==> src/rtl/softstart_pkg.sv <==
package softstart_pkg;

    // Sequencer phases
    typedef enum logic [2:0] {
        SS_OFF      = 3'd0,  // supply not good
        SS_HOLD_VIN = 3'd1,  // supply good, input voltage absent
        SS_CLIMB    = 3'd2,  // staircase in progress
        SS_SETTLE   = 3'd3,  // final code held, transition timer running
        SS_HANDED   = 3'd4   // external compensator in charge
    } ss_state_t;

endpackage

==> src/rtl/ss_tick_timer.sv <==
module ss_tick_timer #(
    parameter int LIMIT = 4
) (
    input  logic clk,
    input  logic rst_n,
    input  logic clear,
    input  logic en,
    output logic done
);
    localparam int CW = (LIMIT < 2) ? 1 : $clog2(LIMIT);

    logic [CW-1:0] cnt;
    logic          last;

    assign last = (cnt == CW'(LIMIT - 1));
    assign done = en && last;

    always_ff @(posedge clk or negedge rst_n) begin
        if (!rst_n) begin
            cnt <= '0;
        end else if (clear) begin
            cnt <= '0;
        end else if (en) begin
            cnt <= last ? '0 : cnt + 1'b1;
        end
    end

    // the dwell count stays within its window
    a_r3_timer_range: assert property (@(posedge clk) disable iff (!rst_n)
        int'(cnt) < LIMIT);

    // a clear empties the timer at the very next edge
    a_r7_timer_clear: assert property (@(posedge clk) disable iff (!rst_n)
        clear |=> (cnt == '0));

endmodule

==> src/rtl/ss_step_counter.sv <==
module ss_step_counter #(
    parameter int NUM_STEPS = 4,
    parameter int SW        = 3
) (
    input  logic          clk,
    input  logic          rst_n,
    input  logic          clear,
    input  logic          advance,
    output logic [SW-1:0] step,
    output logic          at_top
);
    assign at_top = (step == SW'(NUM_STEPS));

    always_ff @(posedge clk or negedge rst_n) begin
        if (!rst_n) begin
            step <= '0;
        end else if (clear) begin
            step <= '0;
        end else if (advance && !at_top) begin
            step <= step + 1'b1;
        end
    end

    // the stair index never runs past the top stair
    a_r4_step_bound: assert property (@(posedge clk) disable iff (!rst_n)
        int'(step) <= NUM_STEPS);

    // a clear returns the stair index to zero
    a_r7_step_clear: assert property (@(posedge clk) disable iff (!rst_n)
        clear |=> (step == '0));

endmodule

==> src/rtl/ss_stair_map.sv <==
module ss_stair_map #(
    parameter int CODE_W     = 8,
    parameter int START_CODE = 10,
    parameter int FINAL_CODE = 200,
    parameter int NUM_STEPS  = 4,
    parameter int SW         = 3
) (
    input  logic [SW-1:0]     step,
    output logic [CODE_W-1:0] code
);
    localparam int STEP_SZ = (FINAL_CODE - START_CODE) / NUM_STEPS;

    // The top stair is pinned to the exact target, whatever the rounding.
    always_comb begin
        if (int'(step) >= NUM_STEPS) begin
            code = CODE_W'(FINAL_CODE);
        end else begin
            code = CODE_W'(START_CODE + STEP_SZ * int'(step));
        end
    end

endmodule

==> src/rtl/softstart_ref_seq.sv <==
module softstart_ref_seq
    import softstart_pkg::*;
#(
    parameter int CODE_W         = 10,
    parameter int START_CODE     = 64,
    parameter int FINAL_CODE     = 640,
    parameter int NUM_STEPS      = 16,
    parameter int TICKS_PER_STEP = 312,
    parameter int HANDOVER_TICKS = 30000
) (
    input  logic              clk,
    input  logic              rst_n,
    input  logic              tick,
    input  logic              supply_ok,
    input  logic              vin_present,
    output logic [CODE_W-1:0] ref_code,
    output logic              ss_active,
    output logic              handover
);
    localparam int SW = $clog2(NUM_STEPS + 1);

    ss_state_t     state, state_nx;
    logic          abort;
    logic          dwell_done, settle_done, climb_done;
    logic [SW-1:0] step;
    logic          step_top;

    assign abort = !supply_ok || !vin_present;

    // Per-stair dwell timer
    ss_tick_timer #(.LIMIT(TICKS_PER_STEP)) u_dwell (
        .clk   (clk),
        .rst_n (rst_n),
        .clear (abort),
        .en    (tick && (state == SS_CLIMB)),
        .done  (dwell_done)
    );

    // Stair index
    ss_step_counter #(.NUM_STEPS(NUM_STEPS), .SW(SW)) u_steps (
        .clk     (clk),
        .rst_n   (rst_n),
        .clear   (abort),
        .advance (dwell_done),
        .step    (step),
        .at_top  (step_top)
    );

    // Transition timer before the compensator takes over
    ss_tick_timer #(.LIMIT(HANDOVER_TICKS)) u_settle (
        .clk   (clk),
        .rst_n (rst_n),
        .clear (abort),
        .en    (tick && (state == SS_SETTLE)),
        .done  (settle_done)
    );

    ss_stair_map #(
        .CODE_W     (CODE_W),
        .START_CODE (START_CODE),
        .FINAL_CODE (FINAL_CODE),
        .NUM_STEPS  (NUM_STEPS),
        .SW         (SW)
    ) u_map (
        .step (step),
        .code (ref_code)
    );

    assign climb_done = dwell_done && (step == SW'(NUM_STEPS - 1));

    // Next-state logic
    always_comb begin
        state_nx = state;
        if (!supply_ok) begin
            state_nx = SS_OFF;
        end else if (!vin_present) begin
            state_nx = SS_HOLD_VIN;
        end else begin
            unique case (state)
                SS_OFF:      state_nx = SS_CLIMB;
                SS_HOLD_VIN: state_nx = SS_CLIMB;
                SS_CLIMB:    if (climb_done)  state_nx = SS_SETTLE;
                SS_SETTLE:   if (settle_done) state_nx = SS_HANDED;
                SS_HANDED:   state_nx = SS_HANDED;
                default:     state_nx = SS_OFF;
            endcase
        end
    end

    // State register
    always_ff @(posedge clk or negedge rst_n) begin
        if (!rst_n) state <= SS_OFF;
        else        state <= state_nx;
    end

    // Flag outputs
    always_comb begin
        ss_active = 1'b0;
        handover  = 1'b0;
        unique case (state)
            SS_CLIMB:  ss_active = 1'b1;
            SS_HANDED: handover  = 1'b1;
            default: ;
        endcase
    end

    // losing the supply always lands in SS_OFF
    a_r8_uvlo_abort: assert property (@(posedge clk) disable iff (!rst_n)
        !supply_ok |=> (state == SS_OFF));

    // input loss lands in SS_HOLD_VIN at the starting code
    a_r7_vin_abort: assert property (@(posedge clk) disable iff (!rst_n)
        (supply_ok && !vin_present) |=>
            (state == SS_HOLD_VIN && ref_code == CODE_W'(START_CODE)));

    // the two flags are exclusive
    a_r10_exclusive: assert property (@(posedge clk) disable iff (!rst_n)
        !(ss_active && handover));

    // no overshoot
    a_r4_no_overshoot: assert property (@(posedge clk) disable iff (!rst_n)
        int'(ref_code) <= FINAL_CODE);

    // the staircase only climbs
    a_r3_monotone: assert property (@(posedge clk) disable iff (!rst_n)
        (state == SS_CLIMB && supply_ok && vin_present) |=>
            (ref_code >= $past(ref_code)));

    // leaving the climb means the target has been reached
    a_r5_climb_exit: assert property (@(posedge clk) disable iff (!rst_n)
        (state == SS_CLIMB && supply_ok && vin_present && climb_done) |=>
            (!ss_active && ref_code == CODE_W'(FINAL_CODE)));

    // handover is held while supply and input remain
    a_r6_handover_hold: assert property (@(posedge clk) disable iff (!rst_n)
        (handover && supply_ok && vin_present) |=> handover);

endmodule

==> config.mk <==
export PLATFORM = sky130hd
export DESIGN_NAME = softstart_ref_seq
export DESIGN_NICKNAME = d
export VERILOG_FILES = /design/src/rtl/softstart_pkg.sv /design/src/rtl/ss_tick_timer.sv /design/src/rtl/ss_step_counter.sv /design/src/rtl/ss_stair_map.sv /design/src/rtl/softstart_ref_seq.sv
export SDC_FILE = /design/constraint.sdc
export NUM_CORES = 1
export LEC_CHECK = 0
export BUFFER_PORTS_ARGS = -buffer_cell sky130_fd_sc_hd__buf_4
export CAP_MARGIN = 20
export CORE_MARGIN = 2
export CORE_UTILIZATION = 25
export CTS_CLUSTER_DIAMETER = 150
export DETAILED_ROUTE_END_ITERATION = 7
export PLACE_DENSITY = 0.48
export SLEW_MARGIN = 20
export SYNTH_ARGS = -nofsm -noshare
export SYNTH_HDL_FRONTEND = slang
export SYNTH_SLANG_ARGS = --single-unit
==> constraint.sdc <==
create_clock -name clk -period 2.1 [get_ports clk]
set_input_delay 0.105 -clock clk [delete_from_list [all_inputs] [get_ports clk]]
set_output_delay 0.105 -clock clk [all_outputs]
set_load 0.01 [all_outputs]
==> results of run 1 <==
==> final cells by class <==
type	count	area, sq um	area share
clock inverter	2	10.0	0.00385
inverter	8	32.5	0.0125
sequential	32	802	0.308
timing repair buffer	34	264	0.102
multi-input combinational	178	1280	0.491
tap	105	131	0.0505
clock buffer	6	82.6	0.0318
==> through the flow <==
step                      TNS (ns)  std cells  worst slack (ns)
final                       -0.787        365            -0.324
after global routing         -1.06        365            -0.424
after CTS                   -0.792        364            -0.361
after detailed placement    -0.108        354           -0.0572
after global placement     -0.0815        354           -0.0410
after floorplan            -0.0317        229           -0.0317
==> synth_stat cells (3+ instances only) <==
| library cell | n | area (sq um) |
|---|---|---|
| inv_1 | 8 | 30.0 |
| xor2_1 | 8 | 70.1 |
| nor3_1 | 7 | 35.0 |
| a311oi_1 | 7 | 61.3 |
| xnor2_1 | 6 | 52.6 |
| nor4bb_1 | 3 | 30.0 |
| buf_4 | 3 | 22.5 |
| ha_1 | 11 | 138 |
| nor4_1 | 4 | 25.0 |
| or3_1 | 4 | 25.0 |
| buf_2 | 4 | 20.0 |
| a31oi_1 | 7 | 43.8 |
| nand3_1 | 13 | 65.1 |
| nor2_1 | 19 | 71.3 |
| a21oi_1 | 9 | 45.0 |
| nand2_1 | 26 | 97.6 |
| nand4_1 | 7 | 43.8 |
| dfrtp_1 | 32 | 801 |
| and3_1 | 5 | 31.3 |
| o2111ai_1 | 3 | 26.3 |
==> kinds of logic (layout without fill, tap and decap cells) <==
family / count (synthesis) / in the layout
compound gates: 39 / 39
simple gates: 110 / 110
fa+ha+maj: 12 / 12
buf+inv: 19 / 50
xor+xnor: 14 / 14
flops: 32 / 32
other cells: 1 / 2
mux: 1 / 1
==> state kept, by name (all words and copies together) (netlist names) <==
register	cells
u_settle.cnt	15
u_dwell.cnt	9
u_steps.step	5
state	3
==> how the worst min path moves through the flow <==
stage / startpoint / endpoint / slack [ns] / cells past startpoint
2_1_floorplan: rst_n / state[0] / -0.19 / 0
3_3_place_gp: rst_n / u_dwell.cnt[5] / 0.08 / 1
3_5_place_dp: rst_n / u_dwell.cnt[8] / 0.09 / 1
4_1_cts: supply_ok / state[0] / 0.03 / 3
5_1_grt: supply_ok / state[0] / 0.05 / 3
6_report: supply_ok / state[0] / 0.04 / 3
==> critical path, delay by kind of cell (launching register included) <==
family	cells	cell delay, ns
buffers and inverters	2	0.17
flip-flops	1	0.42
XOR/XNOR	2	0.28
AND/OR/NAND/NOR	1	0.05
adder cells (fa/ha/maj)	4	1.12
==> where the power goes <==
group | switching (mW) | internal (mW)
sequential | 0.00490 | 0.619
combinational | 0.0394 | 0.0187
clock | 0.241 | 0.262
==> timing repair <==
item                                    CTS  global route
hold buffers                              2             0
resized for setup                         2             6
buffers inserted                          0             1
endpoints found under the setup margin    3             3
pin swaps                                 5             2
endpoints found under the hold margin    33             0
==> per-layer routing <==
metal	vias up	global-route usage	share of wire
met3	5	0.0237	0.033
met4	0	0.0286	0.0095
met1	915	0.176	0.51
li1	907	-	-
met2	27	0.186	0.45
met5	-	0	0
==> metrics.md, run 1 <==
| Metric | Value |
|---|---|
| Rows | 33 |
| Failing checks | negative setup slack |
| First-pass GRT wire length | 8.75 mm |
| GRT Util Overall | 0.122 |
| Share of post-route cells with drive strength above 1 | 0.223 |
| Peak supply drop | 216 uV |
| RSZ-0062 raised after global routing | yes |
| Num CTS Buffers | 5 |
| Setup crit start | u_steps.step[1] |
| Initial core utilization | 0.257 |
| PortBufs | 14 |
| GR Overflow Total | 0 |
| Overall Power | 1.18 mW |
| H-tree depth | 2 |
| Synth Warn # | 0 |
| Reg-to-reg setup timing slack | roughly 0.17 ns |
| Setup violations, final | 3 |
| Total Wirelength | 5.14 mm |
| Vias per cell | 5.08 |
| Worst Setup EP | ref_code[8] |
| Most frequent cells in the layout | buf_4 (31), dfrtp_1 (31), nand2_1 (24) |
| Initial detailed-routing violation count | 116 |
| Fin. max-slew vios | 0 |
| Synth Instances | about 230 |
| R2R Path End | u_settle.cnt[12] |
| F_max | 413 MHz |
| Area Growth Syn to Fin | 23.8% |
| Crit path max-delay cell type | fa_1 |
| Worst-Skew Late Latency | 0.29 ns |
| First drt pass iteration count | 5 |
| PwrDens | between 400 and 500 nW/um^2 |
| Antenna violations before repair | 0 |
| Synth Register Bits | 32 |
| CP dominant cell by count | ha_4 |
| Syn Std Cell Area | 2100 sq um |
| GPL Wtd Cong | slightly below 0.8 |
| Clock Sinks | 32 |
| Vias | 1854 |
| Worst hold slack | 0.0415 ns |
| Worst-path clk slew | roughly 0.070 ns |
| Die ar. | 9150 sq um |
| Synth Area per Inst | 9.21 sq um |
| XOR/XNOR Fraction of Synth Area | 0.0584 |
| Dpl hpwl | 3.65 mm |
| Largest net degree at the start of global routing | 33 |
| Root Driver | clkbuf_8 |
| Crit-path cells | ha_4 -> inv_2 -> ha_4 -> fa_1 -> ha_4 -> xor2_2 -> xnor2_1 -> nor2_1 -> buf_4 |
| CP Max Fanout | 2 |
| Adder-cell share of the synthesized area | 0.0751 |
| FF-to-FF Start | u_settle.cnt[1] |
| Drt drc | 0 |
| CTS Buffer Depth | 2 |
| Post-route ant nets | 0 |
| Simple-gate share of the synthesized area | 0.303 |
| # diodes | 0 |
| Core area | 8180 sq um |
| Post-synth EDFFs | 0 |
| Post-layout nets | 276 |
| Status | finished, violations left |
| Required @ worst endpoint | approximately 2.0 ns |
| R2R depth | 5 |
| Proportion of synthesized area in mux cells | 0.00477 |
| Delay of the slowest cell on the worst path | 0.54 ns |
| Post-synthesis cell type count | 50 |
| Top_reg_cell synth | dfrtp_1 |
| Sequential area share after synthesis | 0.381 |
| Final worst slack | -0.324 ns |
| CTS tree | done |
| Asr flop ratio synth | 1.00 |
| Final min period | 2.42 ns |
| Hold Fails Final Rpt | 0 |
| Crit share post-route | 1.15 |
| Post-route cell area | 2600 sq um |
| WS Path Type | reg -> out |
| Final core utilization | 0.318 |
| Worst min-delay path class | in -> reg |
| Clock Skew | 0.00911 ns |
| IO Pins | 17 |
| Drt wl/cell | about 14 um |
| Area fraction in compound gates after synthesis | 0.133 |
| Layout fillers | 875 |
| MaxCap Viol Count | 0 |
| CP Data Arrival Time | 2.32 ns |
| DIE WIDTH | 95.6 um |
| Die Ht | 95.6 um |
| Crit path capture type | primary output |
| Vias in the first global route | 1752 |
| Placement Cell Area | 2440 sq um |
| Combinational family with the most area after synthesis | simple AND/OR/NAND/NOR gates |
| Startpoint Class | flip-flop |
| Leakage | 1.05 nW |
(Power assumes the default switching activity.)
==> run 2, diff against run 1 <==
--- a/config.mk
+++ b/config.mk
@@ -5,6 +5,7 @@
 export SDC_FILE = /design/constraint.sdc
 export NUM_CORES = 1
 export LEC_CHECK = 0
+export ABC_AREA = 1
 export BUFFER_PORTS_ARGS = -buffer_cell sky130_fd_sc_hd__buf_4
 export CAP_MARGIN = 20
 export CORE_MARGIN = 2
==> metrics.md, run 2 <==
| Metric | Value |
|---|---|
| Crit share post-route | 1.12 (-0.0308) |
| CTS tree | done |
| Yosys top cell area share | 0.378 (-0.00383) |
| Hold path startpoint | vin_present |
| Placement Cell Area | 2380 sq um (-2.4%) |
| Worst-Skew Late Latency | 0.29 ns (about the same) |
| Leading cell type in the layout, fill and taps excluded | nand2_1 |
| Delay of the slowest cell on the worst path | 0.56 ns (+0.02 ns) |
| Synth Instances | 286 (+25%) |
| Root Driver | clkbuf_8 |
| First drt pass iteration count | 4 (-1) |
| PortBufs | 14 (unchanged) |
| Area Growth Syn to Fin | 19.6% |
| Top-count cell post-synth | nand2_1 |
| CP Data Arrival Time | 2.25 ns (-0.07 ns) |
| Startpoint Class | flip-flop |
| Die ar. | 9240 sq um (+0.97%) |
| Share of post-route cells with drive strength above 1 | 0.198 (-0.0250) |
| Fin. max-slew vios | 0 (unchanged) |
| CTS Buffer Depth | 2 (unchanged) |
| Layout fillers | 905 (+3.4%) |
| Dpl hpwl | 3.35 mm (-8.1%) |
| Vias | 1816 (-2.0%) |
| Post-layout nets | 329 (+19%) |
| Synth Area per Inst | 7.42 sq um (-19%) |
| Required @ worst endpoint | 2.00 ns (about the same) |
| Top_reg_cell synth | dfrtp_1 |
| Failing checks | negative setup slack |
| CP dominant cell by count | ha_4 |
| Sequential cell area | 801 sq um (-0.16%) |
| Final min period | 2.36 ns (-0.0647 ns) |
| Hold Fails Final Rpt | 0 (unchanged) |
| Clock Sinks | 32 (unchanged) |
| Synth Warn # | 0 (unchanged) |
| RSZ-0062 raised after global routing | yes |
| Placed Cells | 407 (+15%) |
| DIE WIDTH | 96.1 um (+0.49%) |
| Critical Path Stages | 8 (-1) |
| Post-synthesis cell type count | 32 (-36%) |
| Initial core utilization | 0.258 (+0.00130) |
| Worst-path clk slew | 0.07 ns (about the same) |
| Final worst slack | -0.259 ns (+0.0647 ns) |
| Syn Std Cell Area | 2120 sq um (+1.0%) |
| GPL Wtd Cong | 0.801 (+2.0%) |
| Vias per cell | 4.34 (-14%) |
| Biggest regs | u_settle.cnt x15, u_dwell.cnt x9, u_steps.step x5 |
| H-tree depth | 2 (unchanged) |
| Biggest area consumer among synthesized cells | dfrtp_1 |
| Clock Skew | 0.0118 ns (+0.00265 ns) |
| Total Wirelength | 4.48 mm (-13%) |
| Die Ht | 96.1 um (+0.49%) |
| Biggest register | u_settle.cnt |
| Num CTS Buffers | 5 (unchanged) |
| Reg-to-reg setup timing slack | 0.49 ns (+0.32 ns) |
| Asr flop ratio synth | 1.00 (unchanged) |
| Crit-path cells | inv_4 -> ha_4 -> inv_2 -> ha_4 -> fa_2 -> ha_4 -> or2_4 -> buf_6 |
| Non-filler cells, final | 418 (+15%) |
| R2R Path End | u_settle.cnt[6] |
| Core area | 8220 sq um (+0.51%) |
| Antenna violations before repair | 0 (unchanged) |
| GRT Util Overall | 0.109 (-0.0128) |
| Max reg flops | 15 (unchanged) |
| Post-route cell area | 2540 sq um (-2.5%) |
| Multi-input logic area | 1170 sq um (-8.3%) |
| Post-synth EDFFs | 0 (unchanged) |
| Commonest cells in the netlist | nand2_1 (60), nor2_1 (44), inv_1 (36) |
| Initial detailed-routing violation count | 64 (-45%) |
| Area contributors post-synth | dfrtp_1 (38%), nand2_1 (11%), nor2_1 (7.8%) |
| First-pass GRT wire length | 7.83 mm (-10%) |
| Drt drc | 0 (unchanged) |
| WHS Path Cells | 4 (+1) |
| Worst min-delay path class | in -> reg |
| CP bufs+invs | 3 (+1) |
| F_max | 424 MHz (+2.7%) |
| Setup violations, final | 3 (unchanged) |
| Drt wl/cell | 10.7 um (-24%) |
| Post-route ant nets | 0 (unchanged) |
| Sequential area share after synthesis | 0.378 (-0.00383) |
| Vias in the first global route | 1817 (+3.7%) |
| WHS Endpoint | state[0] |
| CP Max Fanout | 2 (unchanged) |
| PwrDens | 498 nW/um^2 (+9.3%) |
| WS Path Type | reg -> out |
| # diodes | 0 (unchanged) |
| R2R depth | 8 (+3) |
| GR Overflow Total | 0 (unchanged) |
| MaxCap Viol Count | 0 (unchanged) |
| Leakage | 1.17 nW (+11%) |
| Status | finished, violations left |
| Crit path max-delay cell type | fa_2 |
| Top Family by Delay on Critical Path | adder cells |
| Crit path capture type | primary output |
| DP Worst Slack | -0.0327 ns (+0.0245 ns) |
| FF-to-FF Start | u_settle.cnt[0] |
| Peak supply drop | 280 uV (+29%) |
| Synth Register Bits | 32 (unchanged) |
| Largest net degree at the start of global routing | 33 (unchanged) |
| Overall Power | 1.26 mW (+6.6%) |
| Rows | 33 (unchanged) |
| IO Pins | 17 (unchanged) |
| Most frequent cells in the layout | nand2_1 (60), nor2_1 (44), inv_1 (34) |
==> run 2: routing by layer <==
layer	up-vias	global-route usage	routed length, um
met5	-	0	0
met4	0	0.0512	98
met3	9	0.0235	120
met2	23	0.182	2120
met1	828	0.133	2140
li1	956	-	-
==> run 2: how the worst max path moves through the flow <==
stage                  end            start
6_report       ref_code[7]  u_steps.step[4]
5_1_grt        ref_code[7]  u_steps.step[1]
4_1_cts        ref_code[7]  u_steps.step[4]
3_5_place_dp   ref_code[7]  u_steps.step[4]
3_3_place_gp   ref_code[7]  u_steps.step[4]
2_1_floorplan  ref_code[8]  u_steps.step[4]
==> run 2: layout make-up <==
| type | count | share of cell area |
|---|---|---|
| Inverter | 40 | 0.0602 |
| Multi-Input combinational cell | 209 | 0.462 |
| Clock inverter | 1 | 0.00296 |
| Tap cell | 105 | 0.0518 |
| Sequential cell | 32 | 0.316 |
| Clock buffer | 7 | 0.0340 |
| Timing Repair Buffer | 24 | 0.0735 |
==> run 2: worst register-to-register path: cells and delay by family (launching register included) <==
| family | cells | cell delay, ns |
|---|---|---|
| and+or+nand+nor | 7 | 0.89 |
| DFF | 1 | 0.40 |
| adders and majority gates | 1 | 0.22 |
==> run 2: kinds of logic after synthesis <==
logic type               count (synthesis)  share of synthesized area
buffers and inverters                   46                     0.0956
XOR/XNOR                                 7                     0.0289
other                                    1                    0.00177
AND/OR/NAND/NOR                        159                      0.342
adder cells (fa/ha/maj)                 12                     0.0743
AO/OA/AOI/OAI                           29                     0.0796
flip-flops                              32                      0.378
==> run 2: timing repair <==
| action | CTS | global route |
|---|---|---|
| gates resized for setup | 5 | 2 |
| pin swaps | 7 | 1 |
| hold endpoints to repair | 32 | 0 |
| buffers inserted | 1 | 1 |
| hold buffers | 1 | 0 |
| setup endpoints to repair | 3 | 3 |
==> run 2: power by group <==
part | internal [mW] | switching, mW | total, mW
combinational | 0.0439 | 0.0811 | 0.125
clock | 0.266 | 0.243 | 0.510
sequential | 0.622 | 0.00593 | 0.628
==> run 2: through the flow <==
step           utilization  hold WS, ns  TNS [ns]
6_report             0.309        0.115    -0.622
5_1_grt              0.309        0.140    -0.936
4_1_cts              0.307        0.111    -0.726
3_5_place_dp         0.290       0.0826   -0.0327
3_3_place_gp         0.290       0.0830   -0.0274
2_1_floorplan            -       -0.191         0
==> run 3, diff against run 2 <==
--- a/config.mk
+++ b/config.mk
@@ -13,6 +13,7 @@
 export CTS_CLUSTER_DIAMETER = 150
 export DETAILED_ROUTE_END_ITERATION = 7
 export PLACE_DENSITY = 0.48
+export SETUP_SLACK_MARGIN = 0.3
 export SLEW_MARGIN = 20
 export SYNTH_ARGS = -nofsm -noshare
 export SYNTH_HDL_FRONTEND = slang
==> metrics.md, run 3 (synthesized netlist as in run 2, its figures left out) <==
| Metric | Value |
|---|---|
| CTS tree | done |
| Fin. max-slew vios | 0 (unchanged) |
| Vias per cell | 4.38 (+0.73%) |
| Rows | 33 (unchanged) |
| Setup violations, final | 3 (unchanged) |
| Initial detailed-routing violation count | 60 (-6.3%) |
| Max reg flops | 15 (unchanged) |
| PwrDens | 520 nW/um^2 (+4.4%) |
| GR Layer Usage met2 | 0.188 (+0.00579) |
| Status | finished, violations left |
| Final min period | 2.35 ns (-0.00639 ns) |
| # diodes | 0 (unchanged) |
| GRT Util Overall | 0.110 (+0.00135) |
| Num CTS Buffers | 5 (unchanged) |
| Die ar. | 9240 sq um (unchanged) |
| Crit share post-route | 1.12 (-0.00304) |
| Leading cell type in the layout, fill and taps excluded | nand2_1 |
| Clock Skew | 0.00794 ns (-0.00382 ns) |
| Biggest regs | u_settle.cnt x15, u_dwell.cnt x9, u_steps.step x5 |
| Final worst slack | -0.252 ns (+0.00639 ns) |
| First-pass GRT wire length | 7.90 mm (+0.88%) |
| Worst min-delay path class | in -> reg |
| Sequential cell area | 801 sq um (unchanged) |
| Worst-Skew Late Latency | 0.28 ns (about the same) |
| Fin Setup TNS | -0.615 ns (+0.00731 ns) |
| WS Path Type | reg -> out |
| Antenna violations before repair | 0 (unchanged) |
| Post-layout nets | 331 (+0.61%) |
| Worst-path clk slew | 0.07 ns (about the same) |
| MaxCap Viol Count | 0 (unchanged) |
| PortBufs | 14 (unchanged) |
| Die Ht | 96.1 um (unchanged) |
| DIE WIDTH | 96.1 um (unchanged) |
| Leakage | 1.19 nW (+1.9%) |
| M1 GR Usage | 0.138 (+0.00498) |
| Vias | 1838 (+1.2%) |
| Hold Fails Final Rpt | 0 (unchanged) |
| Crit path capture type | primary output |
| Biggest register | u_settle.cnt |
| Largest net degree at the start of global routing | 33 (unchanged) |
| Failing checks | negative setup slack |
| Drt wl/cell | 10.8 um (+0.50%) |
| CTS Buffer Depth | 2 (unchanged) |
| CP Max Fanout | 2 (unchanged) |
| Root Driver | clkbuf_8 |
| H-tree depth | 2 (unchanged) |
| Startpoint Class | flip-flop |
| Post-route ant nets | 0 (unchanged) |
| Vias in the first global route | 1741 (-4.2%) |
| Required @ worst endpoint | 2.00 ns (about the same) |
| Layout fillers | 878 (-3.0%) |
| Clock Sinks | 32 (unchanged) |
| Multi-input logic area | 1190 sq um (+1.5%) |
| Share of post-route cells with drive strength above 1 | 0.216 (+0.0178) |
| Core area | 8220 sq um (unchanged) |
| Dpl hpwl | 3.34 mm (-0.41%) |
| Total Wirelength | 4.52 mm (+0.98%) |
| GR Util met3 | 0.0219 (-0.00157) |
| Initial core utilization | 0.258 (unchanged) |
| GR Overflow Total | 0 (unchanged) |
| Final core utilization | 0.314 (+0.00563) |
| IO Pins | 17 (unchanged) |
| Drt drc | 0 (unchanged) |
| RSZ-0062 raised after global routing | yes |
| First drt pass iteration count | 4 (unchanged) |
| Worst hold slack | 0.136 ns (+0.0210 ns) |
| GPL Wtd Cong | 0.779 (-2.8%) |
| Area Growth Syn to Fin | 21.8% |
| Peak supply drop | 255 uV (-8.7%) |
| Busiest layer in global routing | met2 |
| F_max | 425 MHz (+0.27%) |
| Most frequent cells in the layout | nand2_1 (60), nor2_1 (43), inv_1 (34) |
| CP Data Arrival Time | 2.25 ns (about the same) |
## run 3: worst max-delay path: stages (launching register included)
cell and delay [ns]:
dfrtp_1 0.39, inv_4 0.05, ha_4 0.25, inv_2 0.04, ha_4 0.15, fa_2 0.56
ha_4 0.20, or2_4 0.22, buf_6 0.12
## run 3: power by group
| part | internal [mW] | total, mW | switching [mW] |
|---|---|---|---|
| Clock | 0.352 | 0.587 | 0.235 |
| Sequential | 0.622 | 0.628 | 0.00592 |
| Combinational | 0.0445 | 0.127 | 0.0823 |
## run 3: repair_timing
item / CTS / global route
pin swaps: 5 / 3
setup buffers: 2 / 2
gates resized for setup: 1 / 6
hold buffers: 1 / 0
hold endpoints to repair: 32 / 0
endpoints found under the setup margin: 3 / 17
cloned: 0 / 0
## run 3: layout make-up
cell class,count,area share
multi-input cells,209,0.460
flip-flops and latches,32,0.310
repair buffers,26,0.0780
inverters,40,0.0591
well taps,105,0.0509
clock buffers,6,0.0281
clock inverters,2,0.0136
## run 3: final timing paths
| check | from | cells past startpoint | slack (ns) | endpoint |
|---|---|---|---|---|
| max | u_steps.step[4] | 8 | -0.25 | ref_code[7] |
| min | tick | 3 | 0.14 | u_settle.cnt[0] |
| max reg2reg | u_settle.cnt[0] | 8 | 0.54 | u_settle.cnt[8] |
| min reg2reg | u_dwell.cnt[1] | 2 | 0.51 | u_dwell.cnt[1] |
| max in group asynchronous | rst_n | 2 | 1.49 | u_steps.step[1] |
| min in group asynchronous | rst_n | 2 | 0.30 | u_settle.cnt[14] |
## run 3: layer usage
layer  routed length [um]  vias up
met5                    0        -
met4                   53        0
met3                  145        5
met2                 2240       28
met1                 2080      842
li1                     -      963
## run 3: stage by stage
stage	area, sq um	std cells	total power, mW	setup slack, ns
floorplan	2180	287	0.720	0.0290
global placement	2400	407	0.767	0.00446
detailed placement	2400	407	0.768	-0.00108
CTS	2540	418	1.37	-0.267
global route	2580	420	1.41	-0.328
finish	2580	420	1.34	-0.252
